**config.mk**
```make
export PLATFORM = sky130hd
export DESIGN_NAME = ddr3_cmd_decoder
export DESIGN_NICKNAME = d
export VERILOG_FILES = /design/src/rtl/ddr3_cmd_pkg.sv /design/src/rtl/ddr3_cmd_field_decode.sv /design/src/rtl/ddr3_mode_shadow.sv /design/src/rtl/ddr3_bank_tracker.sv /design/src/rtl/ddr3_cmd_decoder.sv
export SDC_FILE = /design/constraint.sdc
export NUM_CORES = 1
export LEC_CHECK = 0
export BUFFER_PORTS_ARGS = -buffer_cell sky130_fd_sc_hd__buf_2
export CAP_MARGIN = 20
export CORE_ASPECT_RATIO = 1.5
export CORE_MARGIN = 1.5
export CORE_UTILIZATION = 25
export DETAILED_ROUTE_END_ITERATION = 8
export HOLD_SLACK_MARGIN = 0.08
export SLEW_MARGIN = 20
export SYNTH_ARGS = -nofsm -noshare
export SYNTH_HDL_FRONTEND = slang
export SYNTH_SLANG_ARGS = --single-unit
```
**constraint.sdc**
```tcl
create_clock -name clk -period 2.65 [get_ports clk]
set_input_delay 0.1325 -clock clk [delete_from_list [all_inputs] [get_ports clk]]
set_output_delay 0.1325 -clock clk [all_outputs]
set_load 0.005 [all_outputs]
```
**src/rtl/ddr3_cmd_pkg.sv**
```systemverilog
package ddr3_cmd_pkg;

    localparam int NUM_BANKS = 8;
    localparam int BA_W      = $clog2(NUM_BANKS);
    localparam int COL_W     = 10;
    localparam int AP_BIT    = 10;
    localparam int BL_BIT    = 12;

    typedef enum logic [3:0] {
        CMD_NOP   = 4'd0,
        CMD_ACT   = 4'd1,
        CMD_RD    = 4'd2,
        CMD_WR    = 4'd3,
        CMD_PRE   = 4'd4,
        CMD_MRS   = 4'd5,
        CMD_REF   = 4'd6,
        CMD_DESEL = 4'd7
    } cmd_e;

    typedef enum logic [1:0] {
        BURST_FIX8 = 2'b00,
        BURST_OTF  = 2'b01,
        BURST_FIX4 = 2'b10,
        BURST_RSVD = 2'b11
    } burst_mode_e;

    typedef struct packed {
        cmd_e            cmd;
        logic [BA_W-1:0] bank;
        logic            ap;
        logic            pa;
        logic            bl8;
        logic [1:0]      mr_sel;
    } cmd_info_t;

    function automatic cmd_e pins_to_cmd(input logic cs_n, input logic ras_n,
                                         input logic cas_n, input logic we_n);
        cmd_e c;
        if (cs_n) begin
            c = CMD_DESEL;
        end else begin
            case ({ras_n, cas_n, we_n})
                3'b011:  c = CMD_ACT;
                3'b101:  c = CMD_RD;
                3'b100:  c = CMD_WR;
                3'b010:  c = CMD_PRE;
                3'b000:  c = CMD_MRS;
                3'b001:  c = CMD_REF;
                default: c = CMD_NOP;
            endcase
        end
        return c;
    endfunction

    function automatic logic pick_bl8(input burst_mode_e mode, input logic a12);
        logic r;
        case (mode)
            BURST_FIX8: r = 1'b1;
            BURST_FIX4: r = 1'b0;
            default:    r = a12;
        endcase
        return r;
    endfunction

    function automatic logic is_access(input cmd_e c);
        return (c == CMD_RD) || (c == CMD_WR);
    endfunction

endpackage

```
**src/rtl/ddr3_cmd_field_decode.sv**
```systemverilog
module ddr3_cmd_field_decode
    import ddr3_cmd_pkg::*;
#(
    parameter int ROW_W = 15
) (
    input  logic             cke,
    input  logic             cs_n,
    input  logic             ras_n,
    input  logic             cas_n,
    input  logic             we_n,
    input  logic [BA_W-1:0]  ba,
    input  logic [ROW_W-1:0] addr,
    input  burst_mode_e      burst_mode,
    output cmd_info_t        info,
    output logic [ROW_W-1:0] row,
    output logic [COL_W-1:0] col,
    output logic [ROW_W-1:0] op
);

    cmd_e cmd_raw;

    always_comb begin
        cmd_raw = cke ? pins_to_cmd(cs_n, ras_n, cas_n, we_n) : CMD_NOP;

        info        = '0;
        info.cmd    = cmd_raw;
        row         = '0;
        col         = '0;
        op          = '0;

        case (cmd_raw)
            CMD_ACT: begin
                info.bank = ba;
                row       = addr;
            end
            CMD_RD, CMD_WR: begin
                info.bank = ba;
                info.ap   = addr[AP_BIT];
                info.bl8  = pick_bl8(burst_mode, addr[BL_BIT]);
                col       = addr[COL_W-1:0];
            end
            CMD_PRE: begin
                info.bank = ba;
                info.pa   = addr[AP_BIT];
            end
            CMD_MRS: begin
                info.mr_sel = ba[1:0];
                op          = addr;
            end
            default: ;
        endcase
    end

endmodule

```
**src/rtl/ddr3_mode_shadow.sv**
```systemverilog
module ddr3_mode_shadow
    import ddr3_cmd_pkg::*;
(
    input  logic        clk,
    input  logic        rst,
    input  cmd_info_t   info,
    input  logic [1:0]  op_burst,
    output burst_mode_e burst_mode
);

    always_ff @(posedge clk) begin
        if (rst) begin
            burst_mode <= BURST_OTF;
        end else if (info.cmd == CMD_MRS && info.mr_sel == 2'd0) begin
            burst_mode <= burst_mode_e'(op_burst);
        end
    end

endmodule

```
**src/rtl/ddr3_bank_tracker.sv**
```systemverilog
module ddr3_bank_tracker
    import ddr3_cmd_pkg::*;
(
    input  logic                 clk,
    input  logic                 rst,
    input  cmd_info_t            info,
    output logic [NUM_BANKS-1:0] open_map,
    output logic                 err
);

    logic [NUM_BANKS-1:0] map_next;
    logic                 err_next;

    for (genvar b = 0; b < NUM_BANKS; b++) begin : g_bank
        logic hit;
        assign hit = (info.bank == BA_W'(b));
        always_comb begin
            map_next[b] = open_map[b];
            case (info.cmd)
                CMD_ACT: if (hit) map_next[b] = 1'b1;
                CMD_PRE: if (hit || info.pa) map_next[b] = 1'b0;
                CMD_RD, CMD_WR: if (hit && info.ap) map_next[b] = 1'b0;
                default: ;
            endcase
        end
    end

    always_comb begin
        err_next = 1'b0;
        if (is_access(info.cmd) && !open_map[info.bank]) err_next = 1'b1;
        if (info.cmd == CMD_ACT && open_map[info.bank])  err_next = 1'b1;
    end

    always_ff @(posedge clk) begin
        if (rst) begin
            open_map <= '0;
            err      <= 1'b0;
        end else begin
            open_map <= map_next;
            err      <= err_next;
        end
    end

endmodule

```
**src/rtl/ddr3_cmd_decoder.sv**
```systemverilog
module ddr3_cmd_decoder
    import ddr3_cmd_pkg::*;
#(
    parameter int ROW_W = 15
) (
    input  logic                 clk,
    input  logic                 rst,
    input  logic                 cke_i,
    input  logic                 cs_n_i,
    input  logic                 ras_n_i,
    input  logic                 cas_n_i,
    input  logic                 we_n_i,
    input  logic [BA_W-1:0]      ba_i,
    input  logic [ROW_W-1:0]     addr_i,
    output logic [3:0]           cmd_o,
    output logic [BA_W-1:0]      bank_o,
    output logic [ROW_W-1:0]     row_o,
    output logic [COL_W-1:0]     col_o,
    output logic                 auto_pre_o,
    output logic                 pre_all_o,
    output logic                 bl8_o,
    output logic [1:0]           mr_sel_o,
    output logic [ROW_W-1:0]     mr_op_o,
    output logic [NUM_BANKS-1:0] open_banks_o,
    output logic                 err_o
);

    localparam int MIN_ROW_W = BL_BIT + 1;

    initial begin
        if (ROW_W < MIN_ROW_W) $error("ROW_W too small for burst select bit");
    end

    cmd_info_t        dec_info;
    logic [ROW_W-1:0] dec_row;
    logic [COL_W-1:0] dec_col;
    logic [ROW_W-1:0] dec_op;
    burst_mode_e      burst_mode;
    cmd_info_t        info_q;

    ddr3_cmd_field_decode #(.ROW_W(ROW_W)) u_decode (
        .cke        (cke_i),
        .cs_n       (cs_n_i),
        .ras_n      (ras_n_i),
        .cas_n      (cas_n_i),
        .we_n       (we_n_i),
        .ba         (ba_i),
        .addr       (addr_i),
        .burst_mode (burst_mode),
        .info       (dec_info),
        .row        (dec_row),
        .col        (dec_col),
        .op         (dec_op)
    );

    ddr3_mode_shadow u_mode (
        .clk        (clk),
        .rst        (rst),
        .info       (dec_info),
        .op_burst   (dec_op[1:0]),
        .burst_mode (burst_mode)
    );

    ddr3_bank_tracker u_banks (
        .clk      (clk),
        .rst      (rst),
        .info     (dec_info),
        .open_map (open_banks_o),
        .err      (err_o)
    );

    always_ff @(posedge clk) begin
        if (rst) begin
            info_q  <= '0;
            row_o   <= '0;
            col_o   <= '0;
            mr_op_o <= '0;
        end else begin
            info_q  <= dec_info;
            row_o   <= dec_row;
            col_o   <= dec_col;
            mr_op_o <= dec_op;
        end
    end

    assign cmd_o      = info_q.cmd;
    assign bank_o     = info_q.bank;
    assign auto_pre_o = info_q.ap;
    assign pre_all_o  = info_q.pa;
    assign bl8_o      = info_q.bl8;
    assign mr_sel_o   = info_q.mr_sel;

endmodule

```
## Yosys cells after proc, flatten, opt, wreduce, memory -nomap -nowiden

Index checks and enable logic that the tools add are counted.

| word-level totals | value |
|---|---|
| bits in registers | 63 |
| latch bits | 0 |
| bits in writable memories | 0 |
| bits in read-only memories | 0 |
| input port bits | 25 |
| output and inout port bits | 61 |
| memories kept | 0 |

| cells by class | value |
|---|---|
| add/subtract/negate cells | 0 |
| $mul | 0 |
| div/mod/pow operators | 0 |
| order comparisons | 1 |
| eq/ne operators | 42 |
| shifts and indexed selects | 0 |
| multiplexer cells | 45 |
| bitwise logic cells | 3 |
| reductions and logical operators | 39 |

Operator list:

| operator | number |
|---|---|
| $ne 2x1->1 const B | 24 |
| $reduce_and 4->1 | 8 |
| $mux 1 | 29 |
| $pmux 1 s3 | 8 |
| $eq 3x3->1 const B | 6 |
| $pmux 3 s6 | 1 |
| $eq 3x2->1 const B | 4 |
| $logic_and 1x1->1 | 11 |
| $logic_or 1x1->1 | 9 |
| $eq 4x2->1 const B | 2 |
| $eq 4x3->1 const B | 2 |
| $mux 4 | 2 |
| $reduce_or 2->1 | 4 |
| $eq 3x1->1 const B | 2 |
| $logic_not 3->1 | 2 |
| $eq 4x1->1 const B | 1 |
| $logic_not 2->1 | 2 |
| $lt 3x4->1 const B | 1 |
| $mux 2 | 2 |
| $reduce_or 4->1 | 1 |
| $bmux 1 s3 | 1 |
| $mux 3 | 1 |
| $not 1->1 | 3 |
| $reduce_bool 3->1 | 1 |
| 3 further kinds | 3 |

## Depth between registers and ports, before layout

Gate-level depths: netlist of run 1.

| logic depth | value |
|---|---|
| word-level depth | 13 |
| depth in mapped cells | 5 |

## By module

From an unflattened synthesis of run 1, not the netlist that was laid out.

| second synthesis, totals | value |
|---|---|
| cell total of the unflattened synthesis | 281 |
| area, all modules | 2782.7 um^2 |

By module, submodules not included:

| module | instances | cells each | area an instance (um^2) | seq. area each (um^2) |
|---|---|---|---|---|
| ddr3_cmd_decoder | 1 | 109 | 1391.3 | 1041.0 |
| ddr3_bank_tracker | 1 | 72 | 658.1 | 180.2 |
| ddr3_cmd_field_decode | 1 | 90 | 630.6 | 0.0 |
| ddr3_mode_shadow | 1 | 10 | 102.6 | 40.0 |

## Worst setup path after synthesis of run 1

No wires, ideal clock.

| timing path | value |
|---|---|
| path type | reg2reg |
| start | register u_banks.open_map[7] |
| end | register u_banks.err |
| data arrival time | 1271 ps |
| data required time | 2529 ps |
| path slack | 1257 ps |
| cell stages (with the launch flop) | 5 |
| cells stage by stage | dfxtp_1 -> mux4_2 -> nor2b_2 -> o41ai_2 -> mux2_4 |

| on the way | value |
|---|---|
| word-level cells in the longest chain between the ends | 6 |
| elaborated cells on any way between the ends | 7 |

RTL lines:

| element | line | RTL |
|---|---|---|
| from (decl) | ddr3_bank_tracker.sv:7 | `output logic [NUM_BANKS-1:0] open_map,` |
| from (signal assigned) | ddr3_bank_tracker.sv:39 | `open_map <= map_next;` |
| $bmux 1 s3 (*) | ddr3_bank_tracker.sv:30, ddr3_bank_tracker.sv:31 |  |
| $mux 1 (not written as such) (*) | ddr3_bank_tracker.sv:30, ddr3_bank_tracker.sv:31 |  |
| $logic_not 1->1 | ddr3_bank_tracker.sv:30 | `if (is_access(info.cmd) && !open_map[info.bank]) err_next = 1'b1;` |
| $logic_and 1x1->1 | ddr3_bank_tracker.sv:30 |  |
| $mux 1 | ddr3_bank_tracker.sv:30 |  |
| $mux 1 (*) | ddr3_bank_tracker.sv:31 | `if (info.cmd == CMD_ACT && open_map[info.bank]) err_next = 1'b1;` |
| to (signal assigned) | ddr3_bank_tracker.sv:40 | `err <= err_next;` |
| to (decl) | ddr3_bank_tracker.sv:8 | `output logic err` |

Mark *: on every way between the ends. The rest lies on a longest branch, timed or not. The select of a mux whose other input is x is not followed.
A chain may end at the register's enable or synchronous reset.

## Final worst setup path of run 1

| timing path | value |
|---|---|
| start | register u_banks.open_map[4] |
| end | register u_banks.err |

Same word-level chain as after synthesis.

==> key figures, run 1 <==
Run status
  • Status: completed

Logic synthesis
  • Synth top cells by count: dfxtp_1, and2_1, nor2_1
  • Flop and latch count out of synthesis: between 60 and 70
  • Syn Inst Count: ~210
  • Synth unique cells: 39
  • Warnings, synthesis: 0
  • Main area contributors after synthesis: dfxtp_1, and2_1, mux2i_1, and3_1, nand2b_1
  • Area leader, netlist: dfxtp_1
  • Ys flop type: dfxtp_1
  • Seq/Total Area, Yosys: 0.563
  • Post-synth ARST share: 0
  • Area share of the largest cell type after synthesis: 0.563
  • Mean Syn Cell Area: 10.7 sq um
  • Most numerous cell in the Yosys netlist: dfxtp_1
  • Synthesized cell area: around 2200 sq um
  • EDFF count, synth: 0
  • Synth Net Count: between 200 and 250

Setup path
  • R2R depth: 4
  • Required @ worst endpoint: 2.86 ns
  • Worst Setup Start Kind: register
  • CP max FO: 4
  • Critical Path Sink: u_banks.err
  • Slowest cell on the critical path: o41ai_2
  • Worst path max stage delay: 0.40 ns
  • Setup crit start: u_banks.open_map[4]
  • Crit. End Element: register
  • Setup Crit Path Kind: reg2reg
  • Critical R2R Capture: u_banks.err
  • Worst EP arrival: between 1.5 and 2 ns
  • Worst R2R Start: u_banks.open_map[4]
  • CP cell instances: mux4_2, nor2b_2, o41ai_2, mux2_4
  • Worst reg2reg setup slack: 1.16 ns

Finish
  • Antenna cell count: 0
  • Post-route insts no fill: approximately 420
  • Fin area: approximately 3200 sq um
  • Share of cells above drive strength 1: 0.350
  • P&R area growth vs syn: 43.5%
  • Nets@finish: 331
  • Fill count: ~860

Routing
  • Via density: around 4.2
  • Antenna-violating nets left: 0
  • DR top layer: met4
  • # DRC: 0
  • Routed WL: around 5.3 mm
  • Vias: 1763
  • Met2 wire len: around 2.6 mm
  • DR WL/cell: around 13 um
  • 1st-pass router iterations: 5
  • Wire length on met3: roughly 360 um
  • DR iter-0 viols: 73
  • M1 wire length: 2.23 mm

Flow run
  • Max-Cap Viols: 0

Die
  • Core area: about 8500 sq um
  • I/O Pins: between 80 and 90
  • Chip Height: about 120 um
  • Starting Density: 0.260
  • Chip width: ~80 um
  • Rows: between 40 and 50
  • Die area: roughly 9400 sq um

Timing
  • Fmax: around 0.67 GHz
  • Period minus WS final: about 1.5 ns
  • Fin. Hold Viols: 0
  • Slew HR: 0.541
  • Final setup fails: 0
  • Final worst-path cycle share: 0.563
  • Worst slew pin tran: around 0.68 ns
  • Fin. max-slew vios: 0
  • RSZ-0062 raised after global routing: no
  • Hold Slack: between 0.08 and 0.09 ns
  • Setup Skew: ~0.0024 ns
  • Final setup TNS: 0 ns

Power
  • Comb power frac: 0.059
  • PwrDens: 737 nW/um^2
  • Peak VDD IR: about 0.43 mV
  • Seq pwr share: 0.409
  • Pint: between 1500 and 2000 uW
  • Sw Share: 0.205
  • Net switching power: about 480 uW
  • Power share of the clock group: 0.532
  • Leak: approximately 0.0016 uW
  • Total chip power: 2330 uW

CTS
  • Clk sink count: between 60 and 70
  • TritonCTS Buffers: 9
  • CTS root buffer: clkbuf_16
  • Clock slew at reported path FFs: ~0.050 ns
  • CTS H-tree depth: 3
  • CTS tree: yes
  • Worst-Skew Late Latency: about 0.32 ns
  • CTS Buffer Depth: 2

Placed design
  • Post-DP Area: 2710 sq um
  • I/O Buffers: 84
  • Placed insts: about 400
  • DP HPWL: ~3.8 mm
  • RD Place Congestion: ~0.79

Global routing
  • Vias in the first global route: 1634
  • First-pass GRT wire length: 8.28 mm
  • Largest net degree at the start of global routing: 17
  • Grt ovf: 0
  • Initial antenna violation count: 0
  • Total track usage: 0.118

Hold path
  • HP Class: in2reg
-- per-layer routing --
layer	GRT usage	vias up
met5	0	-
li1	-	895
met1	0.140	794
met3	0.0388	7
met2	0.191	67
met4	0.0526	0
-- what timing repair did --
item,CTS,global route
hold buffers,13,0
resized for setup,0,0
buffers inserted,0,0
hold endpoints to repair,34,0
endpoints found under the setup margin,0,0
-- worst min-delay path by stage --
stage                          start     endpoint  slack, ns  depth (start not counted)
after floorplan               cs_n_i    bank_o[1]       0.21                          1
after global placement    addr_i[13]  mr_op_o[13]       0.35                          2
after detailed placement  addr_i[13]    row_o[13]       0.35                          2
after CTS                  addr_i[1]   mr_op_o[1]       0.08                          2
after global routing       addr_i[1]   mr_op_o[1]       0.11                          2
final                      addr_i[1]   mr_op_o[1]       0.09                          2
-- power by group through the flow --
| stage | sequential, uW | clock, uW | combinational (uW) |
|---|---|---|---|
| floorplan | 974 | 0 | 69.4 |
| global placement | 973 | 0 | 125 |
| detailed placement | 973 | 0 | 125 |
| CTS | 954 | 1270 | 141 |
| global route | 954 | 1310 | 154 |
| finish | 954 | 1240 | 138 |
-- cells in the final DEF, fill, tap and decap left out, types with 2 or more instances in the layout --
cell	instances
nand2b_1	12
and3_1	12
inv_1	3
nand3b_1	2
o31ai_1	7
nand2_1	4
dfxtp_1	62
and2_1	34
nor3_1	5
nor4_1	5
nor2b_1	2
and2b_1	2
clkinvlp_4	2
bufinv_16	2
and3b_1	2
dlygate4sd3_1	13
o21ai_1	2
clkinv_2	2
buf_2	84
clkbuf_16	9
buf_4	2
mux2i_1	8
nor2_1	13
a211oi_1	3
-- critical path, delay by kind of cell (launching register included) --
| kind | cells | cell delay [ns] |
|---|---|---|
| multiplexers | 2 | 0.58 |
| AO/OA/AOI/OAI | 1 | 0.40 |
| flip-flops | 1 | 0.36 |
| AND/OR/NAND/NOR | 1 | 0.04 |
-- metrics by stage --
stage | setup slack, ns | util
4_1_cts | 1.15 | 0.374
6_report | 1.16 | 0.374
5_1_grt | 0.943 | 0.374
3_5_place_dp | 0.810 | 0.320
3_3_place_gp | 0.894 | 0.320
2_1_floorplan | 1.26 | -
-- kinds of logic after synthesis --
| logic type | after synthesis | synth area share |
|---|---|---|
| AO/OA/AOI/OAI | 20 | 0.0692 |
| XOR/XNOR | 1 | 0.00738 |
| buffers and inverters | 14 | 0.0346 |
| flip-flops | 62 | 0.563 |
| multiplexers | 11 | 0.0585 |
| other | 1 | 0.00170 |
| AND/OR/NAND/NOR | 98 | 0.266 |
-- state kept, by name, summed over array words and instances, names as in the netlist --
| register | count |
|---|---|
| bank_o | 3 |
| u_banks.err | 1 |
| cmd_o | 3 |
| pre_all_o | 1 |
| u_mode.burst_mode | 2 |
| mr_sel_o | 2 |
| mr_op_o | 15 |
| row_o | 15 |
| u_banks.open_map | 8 |
| col_o | 10 |
| bl8_o | 1 |
| auto_pre_o | 1 |
-- area by class of cell --
type	instances	area [sq um]	area share
sequential	62	1240	0.392
clock inverter	6	85.1	0.0269
clock buffer	10	239	0.0756
inverter	3	11.3	0.00356
multi-input combinational	131	887	0.280
tap	107	134	0.0423
timing repair buffer	99	566	0.179
(Power assumes the default switching activity.)
==> run 2, diff against run 1 <==
==> constraint.sdc (replaced) <==
create_clock -name clk -period 1.3 [get_ports clk]
set_input_delay 0.065 -clock clk [delete_from_list [all_inputs] [get_ports clk]]
set_output_delay 0.065 -clock clk [all_outputs]
set_load 0.005 [all_outputs]
==> key figures, run 2 (same netlist as run 1, synthesis figures left out) <==
Setup path
  • CP cell instances: mux4_2, nor2b_2, o41ai_2, mux2_4
  • Slowest cell on the critical path: mux4_2
  • Critical R2R Capture: u_banks.err
  • Worst path max stage delay: between 0.4 and 0.5 ns
  • Worst Setup Start Kind: register
  • CP max FO: 2
  • Crit. End Element: register
  • Setup crit start: u_banks.open_map[6]
  • Required @ worst endpoint: roughly 1.5 ns
  • R2R depth: 4
  • Worst R2R Start: u_banks.open_map[6]
  • Worst reg2reg setup slack: -0.09 ns
  • Worst EP arrival: around 1.6 ns
  • Setup Crit Path Kind: reg2reg

CTS
  • CTS tree: yes
  • CTS root buffer: clkbuf_16
  • Worst-Skew Late Latency: between 0.3 and 0.4 ns
  • TritonCTS Buffers: 9
  • Clock slew at reported path FFs: 0.05 ns
  • CTS H-tree depth: 3
  • Clk sink count: between 60 and 70
  • CTS Buffer Depth: 2

Power
  • Leak: ~0.0017 uW
  • Sw Share: 0.192
  • Seq pwr share: 0.390
  • Comb power frac: 0.070
  • Power share of the clock group: 0.539
  • Net switching power: 953 uW
  • Pint: about 4000 uW
  • Peak VDD IR: 0.807 mV
  • PwrDens: roughly 1500 nW/um^2
  • Total chip power: between 4000 and 5000 uW

Routing
  • M1 wire length: between 2 and 2.5 mm
  • # DRC: 0
  • Antenna-violating nets left: 0
  • Via density: between 4 and 5
  • DR iter-0 viols: 48
  • 1st-pass router iterations: 4
  • Routed WL: 5.70 mm
  • Vias: between 1500 and 2000
  • DR WL/cell: 12.9 um
  • Met2 wire len: just under 3 mm
  • DR top layer: met4
  • Wire length on met3: 412 um

Timing
  • Final setup fails: 1
  • Fin. max-slew vios: 0
  • Period minus WS final: between 1 and 1.5 ns
  • Final worst-path cycle share: 1.07
  • Fin. Hold Viols: 0
  • Setup Skew: between 0.006 and 0.007 ns
  • Setup WS post-layout: -0.0892 ns
  • RSZ-0062 raised after global routing: yes
  • Fmax: 0.720 GHz

Run status
  • Status: finished with violations
  • Failing checks: negative setup slack

Global routing
  • Vias in the first global route: about 1900
  • First-pass GRT wire length: a little under 9 mm
  • Initial antenna violation count: 0
  • Grt ovf: 0
  • Largest net degree at the start of global routing: 15
  • Total track usage: 0.124

Finish
  • P&R area growth vs syn: 54.0%
  • Most frequent cells in the layout: buf_2, dfxtp_1, and2_1, buf_4, dlygate4sd3_1
  • Antenna cell count: 0
  • Post-Route Utilization: 0.401
  • Largest regs: mr_op_o x15, row_o x15, col_o x10
  • Nets@finish: about 360
  • Most common cell after layout, fill and taps aside: buf_2
  • Fill count: around 850
  • Post-route insts no fill: approximately 440
  • Share of cells above drive strength 1: 0.394

Hold path
  • HP Class: in2reg
  • WHS Path Cells: 3
  • HP Start: we_n_i
  • Endpoint, Worst Hold: cmd_o[0]

Die
  • Chip Height: 118 um
  • Rows: 41
  • I/O Pins: 86
  • Die area: between 9000 and 10000 sq um
  • Starting Density: 0.260
  • Core area: approximately 8500 sq um
  • Chip width: about 80 um

Placed design
  • RD Place Congestion: between 0.8 and 0.9
  • DP HPWL: 4.32 mm
  • Pre-CTS setup slack: -0.121 ns
  • Placed insts: 410
  • I/O Buffers: 84

Flow run
  • Max-Cap Viols: 0
run 2: area by class of cell:
cell class	count	area, sq um	share of cell area
inverters	3	11.3	0.00332
well taps	107	134	0.0394
clock inverters	4	95.1	0.0280
clock buffers	11	243	0.0715
repair buffers	124	773	0.228
flip-flops and latches	62	1240	0.366
multi-input cells	131	897	0.264
run 2: worst max-delay path: cells and delay by family (launching register included):
| kind | cells | cell delay [ns] |
|---|---|---|
| AOI/OAI and AO/OA | 1 | 0.07 |
| DFF | 1 | 0.31 |
| muxes | 2 | 0.76 |
| and+or+nand+nor | 1 | 0.13 |
run 2: worst max-delay path by stage:
stage | end | slack (ns)
6_report | u_banks.err | -0.09
5_1_grt | u_banks.err | -0.14
4_1_cts | u_banks.err | -0.09
3_5_place_dp | u_banks.err | -0.12
3_3_place_gp | u_banks.err | -0.11
2_1_floorplan | u_banks.err | -0.09
run 2: power groups by stage:
stage | registers, uW | logic (uW) | clock network, uW
2_1_floorplan | 1990 | 142 | 0
3_3_place_gp | 1980 | 306 | 0
3_5_place_dp | 1980 | 308 | 0
4_1_cts | 1940 | 353 | 2750
5_1_grt | 1940 | 382 | 2820
6_report | 1940 | 349 | 2680
run 2: timing repair:
action                     CTS  global route
hold endpoints to repair    44             0
cloned                       0             0
setup endpoints to repair    1             1
pin swaps                    2             0
hold buffers                16             0
gates resized for setup      3             0
setup buffers                1             0
run 2: per-layer routing:
metal  global-route usage  vias up
met5                    0        -
met4               0.0570        0
met3               0.0465       10
met2                0.222       78
met1                0.122      860
li1                     -      947
run 2: metrics by stage:
step                      instance area (sq um)  hold WS (ns)  TNS (ns)
after floorplan                            2200         0.144   -0.0926
after global placement                     2880         0.279    -0.324
after detailed placement                   2880         0.284    -0.358
after CTS                                  3400         0.109   -0.0935
after global routing                       3400         0.130    -0.143
final                                      3400         0.121   -0.0892
